`src/rtl/dpll_pkg.sv`:
```
package dpll_pkg;

  typedef enum logic [1:0] {
    ADJ_NONE  = 2'd0,
    ADJ_LATE  = 2'd1,
    ADJ_EARLY = 2'd2
  } adj_e;

  // Where the latest transitions sit decides whether the sample point drifts.
  function automatic adj_e classify_phase(input logic two_x, input logic [2:0] h);
    adj_e r;
    r = ADJ_NONE;
    if (two_x) begin
      if (h[1:0] == 2'b01)      r = ADJ_LATE;
      else if (h[1:0] == 2'b10) r = ADJ_EARLY;
    end else begin
      if (h == 3'b001)          r = ADJ_LATE;
      else if (h == 3'b100)     r = ADJ_EARLY;
    end
    return r;
  endfunction

  // NRZI: no change between decisions means a one.
  function automatic logic nrzi_decode(input logic now_lvl, input logic ref_lvl);
    return now_lvl == ref_lvl;
  endfunction

endpackage

```
`src/rtl/dpll_sync2.sv`:
```
module dpll_sync2 (
  input  logic clk,
  input  logic rst_n,
  input  logic d_async,
  output logic d_sync
);
  logic meta_q;

  always_ff @(posedge clk or negedge rst_n) begin
    if (!rst_n) begin
      meta_q <= 1'b0;
      d_sync <= 1'b0;
    end else begin
      meta_q <= d_async;
      d_sync <= meta_q;
    end
  end
endmodule

```
`src/rtl/dpll_unit_timer.sv`:
```
module dpll_unit_timer #(
  parameter int CNT_W = 4
) (
  input  logic             clk,
  input  logic             rst_n,
  input  logic             unit_stb,
  input  logic [CNT_W-1:0] reload,
  output logic             fire
);
  logic [CNT_W-1:0] left_q;

  assign fire = unit_stb && (left_q == CNT_W'(1));

  always_ff @(posedge clk or negedge rst_n) begin
    if (!rst_n)        left_q <= CNT_W'(1);
    else if (fire)     left_q <= reload;
    else if (unit_stb) left_q <= left_q - CNT_W'(1);
  end

  AST_TIMER_NONZERO: assert property (@(posedge clk) disable iff (!rst_n)
    left_q != '0);
  AST_RELOAD_NONZERO: assert property (@(posedge clk) disable iff (!rst_n)
    fire |-> reload != '0);
endmodule

```
`src/rtl/dpll_word_pack.sv`:
```
module dpll_word_pack #(
  parameter int WORD_W = 16
) (
  input  logic              clk,
  input  logic              rst_n,
  input  logic              bit_stb,
  input  logic              bit_val,
  output logic              word_valid,
  output logic [WORD_W-1:0] word_data
);
  localparam int REG_W = WORD_W + 1;
  localparam logic [REG_W-1:0] MARKER = REG_W'(1) << WORD_W;

  logic [REG_W-1:0] acc_q;
  logic [REG_W-1:0] acc_shift;

  assign acc_shift = {bit_val, acc_q[REG_W-1:1]};

  always_ff @(posedge clk or negedge rst_n) begin
    if (!rst_n) begin
      acc_q      <= MARKER;
      word_valid <= 1'b0;
      word_data  <= '0;
    end else begin
      word_valid <= 1'b0;
      if (bit_stb) begin
        if (acc_shift[0]) begin
          word_valid <= 1'b1;
          word_data  <= acc_shift[REG_W-1:1];
          acc_q      <= MARKER;
        end else begin
          acc_q <= acc_shift;
        end
      end
    end
  end

  AST_WORD_PULSE: assert property (@(posedge clk) disable iff (!rst_n)
    word_valid |=> !word_valid);
  AST_MARKER_ALIVE: assert property (@(posedge clk) disable iff (!rst_n)
    acc_q != '0);
endmodule

```
`src/rtl/dpll_bit_recovery.sv`:
```
module dpll_bit_recovery
  import dpll_pkg::*;
#(
  parameter int HIST_W = 16,
  parameter int WORD_W = 16,
  parameter int CORR_W = 8,
  parameter int NOM_3X = 4,
  parameter int NOM_2X = 6
) (
  input  logic                     clk,
  input  logic                     rst_n,
  input  logic                     unit_stb,
  input  logic                     mode_2x,
  input  logic                     rx_line,
  output logic                     sample_stb,
  output logic [HIST_W-1:0]        trans_hist,
  output logic                     word_valid,
  output logic [WORD_W-1:0]        word_data,
  output logic signed [CORR_W-1:0] corr_count
);
  localparam int MAX_IV = ((NOM_3X > NOM_2X) ? NOM_3X : NOM_2X) + 1;
  localparam int CNT_W  = $clog2(MAX_IV + 1);

  logic             line_s;
  logic             fire;
  logic             prev_samp_q;
  logic             last_dec_q;
  logic [1:0]       phase_q;
  logic             decision;
  logic             trans_now;
  logic [HIST_W-1:0] hist_next;
  adj_e             adj;
  logic [CNT_W-1:0] nominal;
  logic [CNT_W-1:0] reload;
  logic [1:0]       phase_last;
  logic             bit_stb;
  logic             bit_val;

  dpll_sync2 u_sync (
    .clk     (clk),
    .rst_n   (rst_n),
    .d_async (rx_line),
    .d_sync  (line_s)
  );

  dpll_unit_timer #(.CNT_W(CNT_W)) u_timer (
    .clk      (clk),
    .rst_n    (rst_n),
    .unit_stb (unit_stb),
    .reload   (reload),
    .fire     (fire)
  );

  assign trans_now  = line_s ^ prev_samp_q;
  assign hist_next  = {trans_hist[HIST_W-2:0], trans_now};
  assign decision   = (phase_q == 2'd0);
  assign phase_last = mode_2x ? 2'd1 : 2'd2;
  assign adj        = decision ? classify_phase(mode_2x, hist_next[2:0]) : ADJ_NONE;
  assign nominal    = mode_2x ? CNT_W'(NOM_2X) : CNT_W'(NOM_3X);
  assign reload     = nominal + CNT_W'(adj == ADJ_LATE) - CNT_W'(adj == ADJ_EARLY);
  assign bit_stb    = fire && decision;
  assign bit_val    = nrzi_decode(line_s, last_dec_q);

  always_ff @(posedge clk or negedge rst_n) begin
    if (!rst_n) begin
      prev_samp_q <= 1'b0;
      last_dec_q  <= 1'b0;
      phase_q     <= 2'd0;
      trans_hist  <= '0;
      corr_count  <= '0;
      sample_stb  <= 1'b0;
    end else begin
      sample_stb <= fire;
      if (fire) begin
        prev_samp_q <= line_s;
        trans_hist  <= hist_next;
        phase_q     <= (phase_q >= phase_last) ? 2'd0 : phase_q + 2'd1;
        if (decision) last_dec_q <= line_s;
        if (adj == ADJ_LATE)       corr_count <= corr_count + CORR_W'(1);
        else if (adj == ADJ_EARLY) corr_count <= corr_count - CORR_W'(1);
      end
    end
  end

  dpll_word_pack #(.WORD_W(WORD_W)) u_pack (
    .clk        (clk),
    .rst_n      (rst_n),
    .bit_stb    (bit_stb),
    .bit_val    (bit_val),
    .word_valid (word_valid),
    .word_data  (word_data)
  );

  AST_HIST_SHIFT: assert property (@(posedge clk) disable iff (!rst_n)
    sample_stb |-> trans_hist[HIST_W-1:1] == $past(trans_hist[HIST_W-2:0]));
  AST_HIST_HOLD: assert property (@(posedge clk) disable iff (!rst_n)
    !sample_stb |-> $stable(trans_hist));
  AST_PHASE_RANGE: assert property (@(posedge clk) disable iff (!rst_n)
    phase_q <= phase_last);
  AST_INTERVAL_BAND: assert property (@(posedge clk) disable iff (!rst_n)
    fire |-> (reload >= nominal - CNT_W'(1)) && (reload <= nominal + CNT_W'(1)));
  AST_QUIET_PHASE: assert property (@(posedge clk) disable iff (!rst_n)
    (fire && !decision) |=> $stable(corr_count));
  AST_CORR_STEP: assert property (@(posedge clk) disable iff (!rst_n)
    (corr_count == $past(corr_count)) ||
    (corr_count == $past(corr_count) + CORR_W'(1)) ||
    (corr_count == $past(corr_count) - CORR_W'(1)));
  AST_WORD_ON_DECISION: assert property (@(posedge clk) disable iff (!rst_n)
    word_valid |-> sample_stb);
endmodule

```
`config.mk`:
```
export PLATFORM = sky130hd
export DESIGN_NAME = dpll_bit_recovery
export DESIGN_NICKNAME = d
export VERILOG_FILES = /design/src/rtl/dpll_pkg.sv /design/src/rtl/dpll_sync2.sv /design/src/rtl/dpll_unit_timer.sv /design/src/rtl/dpll_word_pack.sv /design/src/rtl/dpll_bit_recovery.sv
export SDC_FILE = /design/constraint.sdc
export NUM_CORES = 1
export LEC_CHECK = 0
export ABC_AREA = 1
export BUFFER_PORTS_ARGS = -buffer_cell sky130_fd_sc_hd__buf_2
export CAP_MARGIN = 40
export CORE_ASPECT_RATIO = 0.6
export CORE_MARGIN = 1.5
export CORE_UTILIZATION = 37
export CTS_CLUSTER_DIAMETER = 100
export DETAILED_ROUTE_END_ITERATION = 8
export RECOVER_POWER = 50
export SLEW_MARGIN = 10
export SYNTH_ARGS = -nofsm -noshare
export SYNTH_HDL_FRONTEND = slang
export SYNTH_SLANG_ARGS = --single-unit
```
`constraint.sdc`:
```
create_clock -name clk -period 6.8 [get_ports clk]
set_input_delay 1.02 -clock clk [delete_from_list [all_inputs] [get_ports clk]]
set_output_delay 1.02 -clock clk [all_outputs]
set_load 0.02 [all_outputs]
```
==> results.py, run 1 <==
metrics = {
    "worst_setup_path": {
        "crit_required_ns": 6.84,
        "critPathMaxFanout": 38,
        "worstPathArrival_ns": 3.85,
        "path_class": "in2async",
        "slowest_stage": "clkbuf_1",
        "ff2ff_path_depth": 9,
        "start_kind": "input pin",
        "end_kind": "asynchronous set/reset pin",
        "r2r_start": "u_timer.left_q[0]$_DFFE_PN1P_",
        "cp_common_cell": "clkbuf_1",
        "cp_slowest_stage_delay_ns": 1.53,
        "timing.rr.end": "u_pack.acc_q[4]$_DFFE_PN0P_",
        "cp_cell_sequence": "buf_2, clkbuf_1, clkbuf_1",
        "reg2reg_slack_ns": 3.27,
    },
    "sta": {
        "tns_ns": 0,
        "slew_headroom_pct": -34.86,
        "hold_violations": 0,
        "slew_violations": 70,
        "max_freq_mhz": 262.5,
        "worst_slew_pin_slew_ns": 2.023,
        "rsz0062_at_grt": "no",
        "worst_clock_skew_ns": 0.008441,
        "min_period_ns": 3.809,
        "fin_crit_sh_pct": 56.02,
        "finalSetupViolCount": 0,
    },
    "drt": {
        "first_pass_iters": 4,
        "wl_per_cell_um": 11.90,
        "vias": 2280,
        "finalWirelength_um": 6106,
        "antenna_left": 0,
        "drc": 0,
        "vias_per_cell": 4.444,
        "drt_iter0_drc": 96,
    },
    "flow_run": {
        "max_cap_viol_count": 2,
    },
    "clock_network": {
        "clockBufferDepth": 2,
        "clkLatencyLatePin_ns": 0.33,
        "htree_levels": 3,
        "postCtsSetupBuffers": 0,
        "clockRootBuffer": "clkbuf_16",
        "clk_pin_slew_ns": 0.05,
        "cts_tree": "yes",
        "holdBufCountCts": 0,
        "cts.sinks": 67,
        "cts_resized": 0,
        "numCtsBuffers": 9,
    },
    "hold_path": {
        "holdCritStartpoint": "u_sync.meta_q$_DFF_PN0_",
        "whs_path_depth": 0,
        "min_to": "u_sync.d_sync$_DFF_PN0_",
        "min_path_type": "reg2reg",
    },
    "global_routing": {
        "antenna_found_initial": 0,
        "grtUsageTotal_pct": 15.07,
        "grt_overflow": 0,
        "grt_pass1_wl_um": 10430,
        "grt_use_met3_pct": 6.138,
        "grt.busiest_layer": "met1",
        "gr-usage-met2_pct": 20.31,
        "grt_pass1_vias": 2162,
        "grt_max_degree": 39,
        "grt_util_met1_pct": 21.39,
    },
    "status": {
        "violations": "max-capacitance violations, max-slew violations",
        "status": "finished, violations left",
    },
    "synth": {
        "yosysTopAreaCell": "dfrtp_1",
        "async_flop_share_pct": 100.0,
        "synthFlopType": "dfrtp_1",
        "avgSynthCellArea_um2": 9.242,
        "yosysTopAreaCellShare_pct": 50.43,
        "syn_inst": 349,
        "yosysWarnings": 0,
        "synth-edff-count": 0,
        "synth_area_leaders": "dfrtp_1 (50%), nand2_1 (12%), ha_1 (6.2%)",
        "syn_nets": 371,
        "syn_area_um2": 3226,
        "yosysUniqueCellTypes": 27,
        "yosysSeqAreaShare_pct": 52.06,
        "ys_ff_latch": 67,
    },
    "placed_design": {
        "placed_cell_area_um2": 3536,
        "hpwl_um": 4092,
        "io_buffer_count": 46,
        "place.gp.congestion": 0.8860,
    },
    "final_layout": {
        "final_layout_size_suffix_gt1_share_pct": 19.95,
        "num-fill-cells": 804,
        "synthToLayoutAreaGrowth_pct": 17.07,
        "fin_util_pct": 44.47,
        "final_cell_area_um2": 3776,
        "diodes": 0,
        "nNetsFinal": 418,
    },
    "floorplan": {
        "die_h_um": 75.33,
        "io-pin-count": 47,
        "die_area_um2": 9306,
        "start_util_pct": 37.99,
        "rows": 26,
        "core_area_um2": 8491,
        "die_w_um": 123.5,
    },
    "power": {
        "pwr_density_cell_nw_per_um2": 501.8,
        "p_leak_nw": 2.000,
        "ir_drop_uv": 171.1,
    },
}
## critical path: cells and delay by family
| kind | cells | cell delay (ns) |
|---|---|---|
| buffers and inverters | 3 | 2.80 |
## cell usage in the layout, fill, tap and decap left out, types with 2 or more instances in the layout
master / instances
a21oi_1: 9
buf_2: 34
clkbuf_1: 16
clkbuf_16: 9
clkbuf_8: 2
dfrtp_1: 65
ha_1: 16
inv_1: 49
inv_2: 3
nand2_1: 106
nand3_1: 17
nand3_2: 6
nand4_1: 2
nor2_1: 6
nor3_1: 3
o21ai_0: 18
o21ai_1: 4
o21ai_2: 20
xor2_1: 4
## per-stage QoR
stage / hold slack, ns / cells / setup slack [ns] / power, mW
global placement: 0.3371 / 496 / 3.699 / 1.421
finish: 0.3650 / 513 / 2.991 / 1.895
CTS: 0.3681 / 513 / 3.949 / 1.934
floorplan: 0.3312 / 349 / 3.961 / 1.242
global route: 0.3729 / 513 / 2.259 / 2.071
detailed placement: 0.3550 / 497 / 3.629 / 1.445
## metal layers
| metal | share of wire (%) | wire (um) | up-vias |
|---|---|---|---|
| li1 | - | - | 1191 |
| met1 | 54 | 3303 | 1041 |
| met2 | 39 | 2405 | 38 |
| met3 | 4.9 | 302 | 10 |
| met4 | 1.6 | 95 | 0 |
| met5 | 0 | 0 | - |
## report_power, final
part | total, mW | switching (mW) | internal (mW)
logic | 0.768 | 0.504 | 0.264
clock network | 0.475 | 0.170 | 0.305
registers | 0.652 | 0.100 | 0.552
total | 1.89 | 0.774 | 1.12
## layout make-up
class | count | area, um^2 | area share [%]
clock inverters | 3 | 46.29 | 1.226
inverters | 53 | 198.9 | 5.268
multi-input cells | 217 | 1229 | 32.54
flip-flops and latches | 67 | 1679 | 44.47
repair buffers | 48 | 222.7 | 5.898
clock buffers | 13 | 260.3 | 6.892
well taps | 112 | 140.1 | 3.711
## worst max-delay path by stage
stage            start                               to  cells past startpoint
6_report         rst_n  u_pack.word_data[9]$_DFFE_PN0P_                      3
5_1_grt          rst_n     u_pack.acc_q[14]$_DFFE_PN0P_                      3
4_1_cts        mode_2x        corr_count[3]$_DFFE_PN0P_                     13
3_5_place_dp   mode_2x        corr_count[3]$_DFFE_PN0P_                     13
3_3_place_gp   mode_2x        corr_count[3]$_DFFE_PN0P_                     13
2_1_floorplan  mode_2x        corr_count[3]$_DFFE_PN0P_                     12
## synth_stat cells (5+ instances only)
cell	number
a21oi_1	9
nand3_1	17
o21ai_2	20
nand3_2	6
ha_1	16
buf_6	5
dfrtp_1	65
o21ai_0	18
inv_1	49
nand2_1	105
## state kept, by name (all words and copies together) (netlist names), 2 cells and up
register          cells
u_timer.left_q        3
u_pack.acc_q         16
u_pack.word_data     16
corr_count            8
phase_q               2
trans_hist           16
## cells by family (layout without fill, tap and decap cells)
logic type	Yosys count	count (layout)	share of synthesized area [%]
flip-flops	67	67	52.06
AO/OA/AOI/OAI	52	52	10.47
XOR/XNOR	5	5	1.358
AND/OR/NAND/NOR	143	143	20.40
adder cells (fa/ha/maj)	17	17	6.827
buffers and inverters	65	117	8.883
No activity file was read; power rests on OpenSTA's default activity.
==> run 2: changes to the inputs <==
--- a/config.mk
+++ b/config.mk
@@ -5,7 +5,7 @@
 export SDC_FILE = /design/constraint.sdc
 export NUM_CORES = 1
 export LEC_CHECK = 0
-export ABC_AREA = 1
+export ABC_AREA = 0
 export BUFFER_PORTS_ARGS = -buffer_cell sky130_fd_sc_hd__buf_2
 export CAP_MARGIN = 40
 export CORE_ASPECT_RATIO = 0.6
==> constraint.sdc (replaced) <==
create_clock -name clk -period 3.75 [get_ports clk]
set_input_delay 0.5625 -clock clk [delete_from_list [all_inputs] [get_ports clk]]
set_output_delay 0.5625 -clock clk [all_outputs]
set_load 0.02 [all_outputs]
==> run 2 against run 1 <==
The flow now finishes without violations; power up 40%; die area fell by 5.6%; non-clock buffer count did not move; final cell count fell by 6.0%; worst setup slack worse by 2.2 ns; critical path depth up 9; count of clock-buffer cells in the layout is 1 lower; wire length up 0.56%; critical path type is now reg2reg; synthesized cell count down 7.7%; final area decreased by 3.1%; via count is 4.1% lower.
==> results.py, run 2 <==
metrics = {
    "final_layout": {
        "layout_common_cells": "nand2_1 (123), dfrtp_1 (65), o21ai_0 (28)",
        "top_regs": "trans_hist (16), u_pack.acc_q (16), u_pack.word_data (16)",
        "synthToLayoutAreaGrowth_pct": 20.39,
        "num-fill-cells": 786,
        "final_common_cell": "nand2_1",
        "final_layout_size_suffix_gt1_share_pct": 14.71,
        "nNetsFinal": 391,
        "diodes": 0,
    },
    "synth": {
        "syn_nets": 344,
        "syn_inst": 322,
        "ys_ff_latch": 67,
        "yosysTopAreaCellShare_pct": 53.54,
        "yosysWarnings": 0,
        "synth_most_common_cell": "nand2_1",
        "async_flop_share_pct": 100.0,
        "avgSynthCellArea_um2": 9.435,
        "yosysTopAreaCell": "dfrtp_1",
        "syn_area_um2": 3038,
        "yosysUniqueCellTypes": 40,
        "synth_commonest_cells": "nand2_1 (123), dfrtp_1 (65), o21ai_0 (28), ha_1 (16), nand2b_1 (16)",
        "synthFlopType": "dfrtp_1",
        "yosysSeqAreaShare_pct": 55.27,
        "synth-edff-count": 0,
        "synth_area_leaders": "dfrtp_1 (54%), nand2_1 (15%), ha_1 (6.6%)",
    },
    "sta": {
        "max_freq_mhz": 339.6,
        "worst_clock_skew_ns": 0.006533,
        "setup_ws_ns": 0.8050,
        "hold_violations": 0,
        "fin_crit_sh_pct": 78.53,
        "slew_violations": 0,
        "worst_slew_pin_slew_ns": 1.199,
        "rsz0062_at_grt": "no",
        "tns_ns": 0,
        "slew_headroom_pct": 20.09,
        "finalSetupViolCount": 0,
        "min_period_ns": 2.945,
    },
    "worst_setup_path": {
        "worstPathArrival_ns": 3.21,
        "cp_slowest_stage_delay_ns": 0.49,
        "critPathTopFamily": "simple AND/OR/NAND/NOR gates",
        "cp-startpoint": "phase_q[0]$_DFFE_PN0P_",
        "crit_required_ns": 4.01,
        "cp_num_buf_inv": 3,
        "path_class": "reg2reg",
        "ff2ff_path_depth": 12,
        "cp_cell_sequence": "inv_1, ha_1, nand4bb_1, inv_1, ha_1, inv_1, ha_1, nor2b_1, o21ai_0, a21boi_0, or4_1, nand3_1",
        "start_kind": "flop",
        "r2r_start": "phase_q[0]$_DFFE_PN0P_",
        "critPathMaxFanout": 7,
        "crit_cells": 12,
        "slowest_stage": "or4_1",
        "end_kind": "flop",
    },
    "drt": {
        "wl_per_cell_um": 12.74,
        "drc": 0,
        "finalWirelength_um": 6140,
        "vias_per_cell": 4.535,
        "first_pass_iters": 4,
        "vias": 2186,
        "drt_iter0_drc": 91,
        "antenna_left": 0,
    },
    "floorplan": {
        "die_h_um": 73.19,
        "die_area_um2": 8781,
        "core_area_um2": 7914,
        "die_w_um": 120.0,
        "rows": 25,
        "io-pin-count": 47,
        "start_util_pct": 38.39,
    },
    "clock_network": {
        "htree_levels": 3,
        "clk_pin_slew_ns": 0.05,
        "clockRootBuffer": "clkbuf_16",
        "cts_tree": "yes",
        "numCtsBuffers": 9,
        "postCtsSetupBuffers": 0,
        "holdBufCountCts": 0,
        "cts_resized": 0,
        "clockBufferDepth": 2,
        "clkLatencyLatePin_ns": 0.33,
        "cts.sinks": 67,
    },
    "power": {
        "pwr-share-clk_pct": 32.6,
        "intPower_mw": 1.747,
        "pwr_density_cell_nw_per_um2": 726.2,
        "p_leak_nw": 1.907,
        "ir_drop_uv": 331.4,
        "p_sw_share_pct": 34.23,
        "combinationalPowerShare_pct": 31.7,
        "seqPwrFrac_pct": 35.7,
        "p_sw_mw": 0.9092,
    },
    "global_routing": {
        "grt_overflow": 0,
        "grt_pass1_wl_um": 10380,
        "grt.busiest_layer": "met1",
        "grt_max_degree": 49,
        "grt_util_met1_pct": 22.22,
        "antenna_found_initial": 0,
        "grtUsageTotal_pct": 15.68,
        "grt_use_met3_pct": 5.625,
        "gr-usage-met2_pct": 21.71,
        "grt_pass1_vias": 2095,
    },
    "placed_design": {
        "place.gp.congestion": 0.8289,
        "io_buffer_count": 46,
        "pre_cts_slack_ns": 0.6767,
        "hpwl_um": 4096,
    },
    "hold_path": {
        "min_path_type": "reg2reg",
        "whs_path_depth": 0,
        "holdCritStartpoint": "u_sync.meta_q$_DFF_PN0_",
    },
    "flow_run": {
        "max_cap_viol_count": 0,
    },
    "status": {
        "status": "finished, final reports clean",
    },
}
==> run 2: cell types whose count changed after synthesis, sizes merged, moves of 7 or more <==
cell,change
buf,-7
inv,-39
clkbuf,+7
nand2,+18
o21ai,-14
nand2b,+16
nand3,-18
a21oi,-7
==> run 2: layer usage <==
| metal | part of all wire [%] | vias to the layer above |
|---|---|---|
| met5 | 0 | - |
| met4 | 0.55 | 0 |
| met1 | 54 | 1016 |
| li1 | - | 1135 |
| met3 | 4.4 | 2 |
| met2 | 41 | 33 |
==> run 2: cell families after synthesis <==
group	share of synthesized area, %
compound gates	7.990
simple gates	22.94
buf+inv	3.460
mux	1.071
flops	55.27
xor+xnor	2.018
fa+ha+maj	7.249
==> run 2: cell type report <==
class                           count  area, um^2  area share (%)
Multi-Input combinational cell    228        1254           34.28
Inverter                           15       57.56           1.574
Timing Repair Buffer               48       217.7           5.953
Clock buffer                       12       266.5           7.287
Sequential cell                    67        1679           45.91
Tap cell                          108       135.1           3.695
Clock inverter                      4       47.55           1.300
==> run 2: final timing paths <==
kind,end,slack (ns)
setup / recovery,corr_count[6]$_DFFE_PN0P_,0.81
hold / removal,u_sync.d_sync$_DFF_PN0_,0.35
setup reg to reg,corr_count[6]$_DFFE_PN0P_,0.81
hold reg to reg,u_sync.d_sync$_DFF_PN0_,0.35
max in group asynchronous,corr_count[2]$_DFFE_PN0P_,1.52
min in group asynchronous,corr_count[3]$_DFFE_PN0P_,0.46
==> run 2: through the flow <==
step / cell area (um^2) / utilization [%] / total power [mW] / instances / hold slack, ns
finish: 3657 / 46.21 / 2.656 / 482 / 0.3463
global placement: 3371 / 42.59 / 1.780 / 466 / 0.3347
CTS: 3685 / 46.56 / 2.691 / 482 / 0.1963
floorplan: 3038 / - / 1.563 / 322 / 0.2669
global route: 3657 / 46.21 / 2.844 / 482 / 0.3430
detailed placement: 3371 / 42.59 / 1.801 / 466 / 0.3370
==> run 2: worst register-to-register path, cell delays in order, from the launching register on <==
cell and delay (ns):
dfrtp_1 0.36, inv_1 0.12, ha_1 0.30, nand4bb_1 0.17, inv_1 0.09, ha_1 0.23, inv_1 0.17, ha_1 0.33
nor2b_1 0.13, o21ai_0 0.22, a21boi_0 0.19, or4_1 0.49, nand3_1 0.09
==> run 2: power by group through the flow <==
stage | combinational [mW] | sequential (mW) | clock (mW)
after floorplan | 0.552 | 1.01 | 0
after global placement | 0.824 | 0.956 | 0
after detailed placement | 0.844 | 0.957 | 0
after CTS | 0.849 | 0.949 | 0.893
after global routing | 0.964 | 0.962 | 0.918
final | 0.841 | 0.949 | 0.866
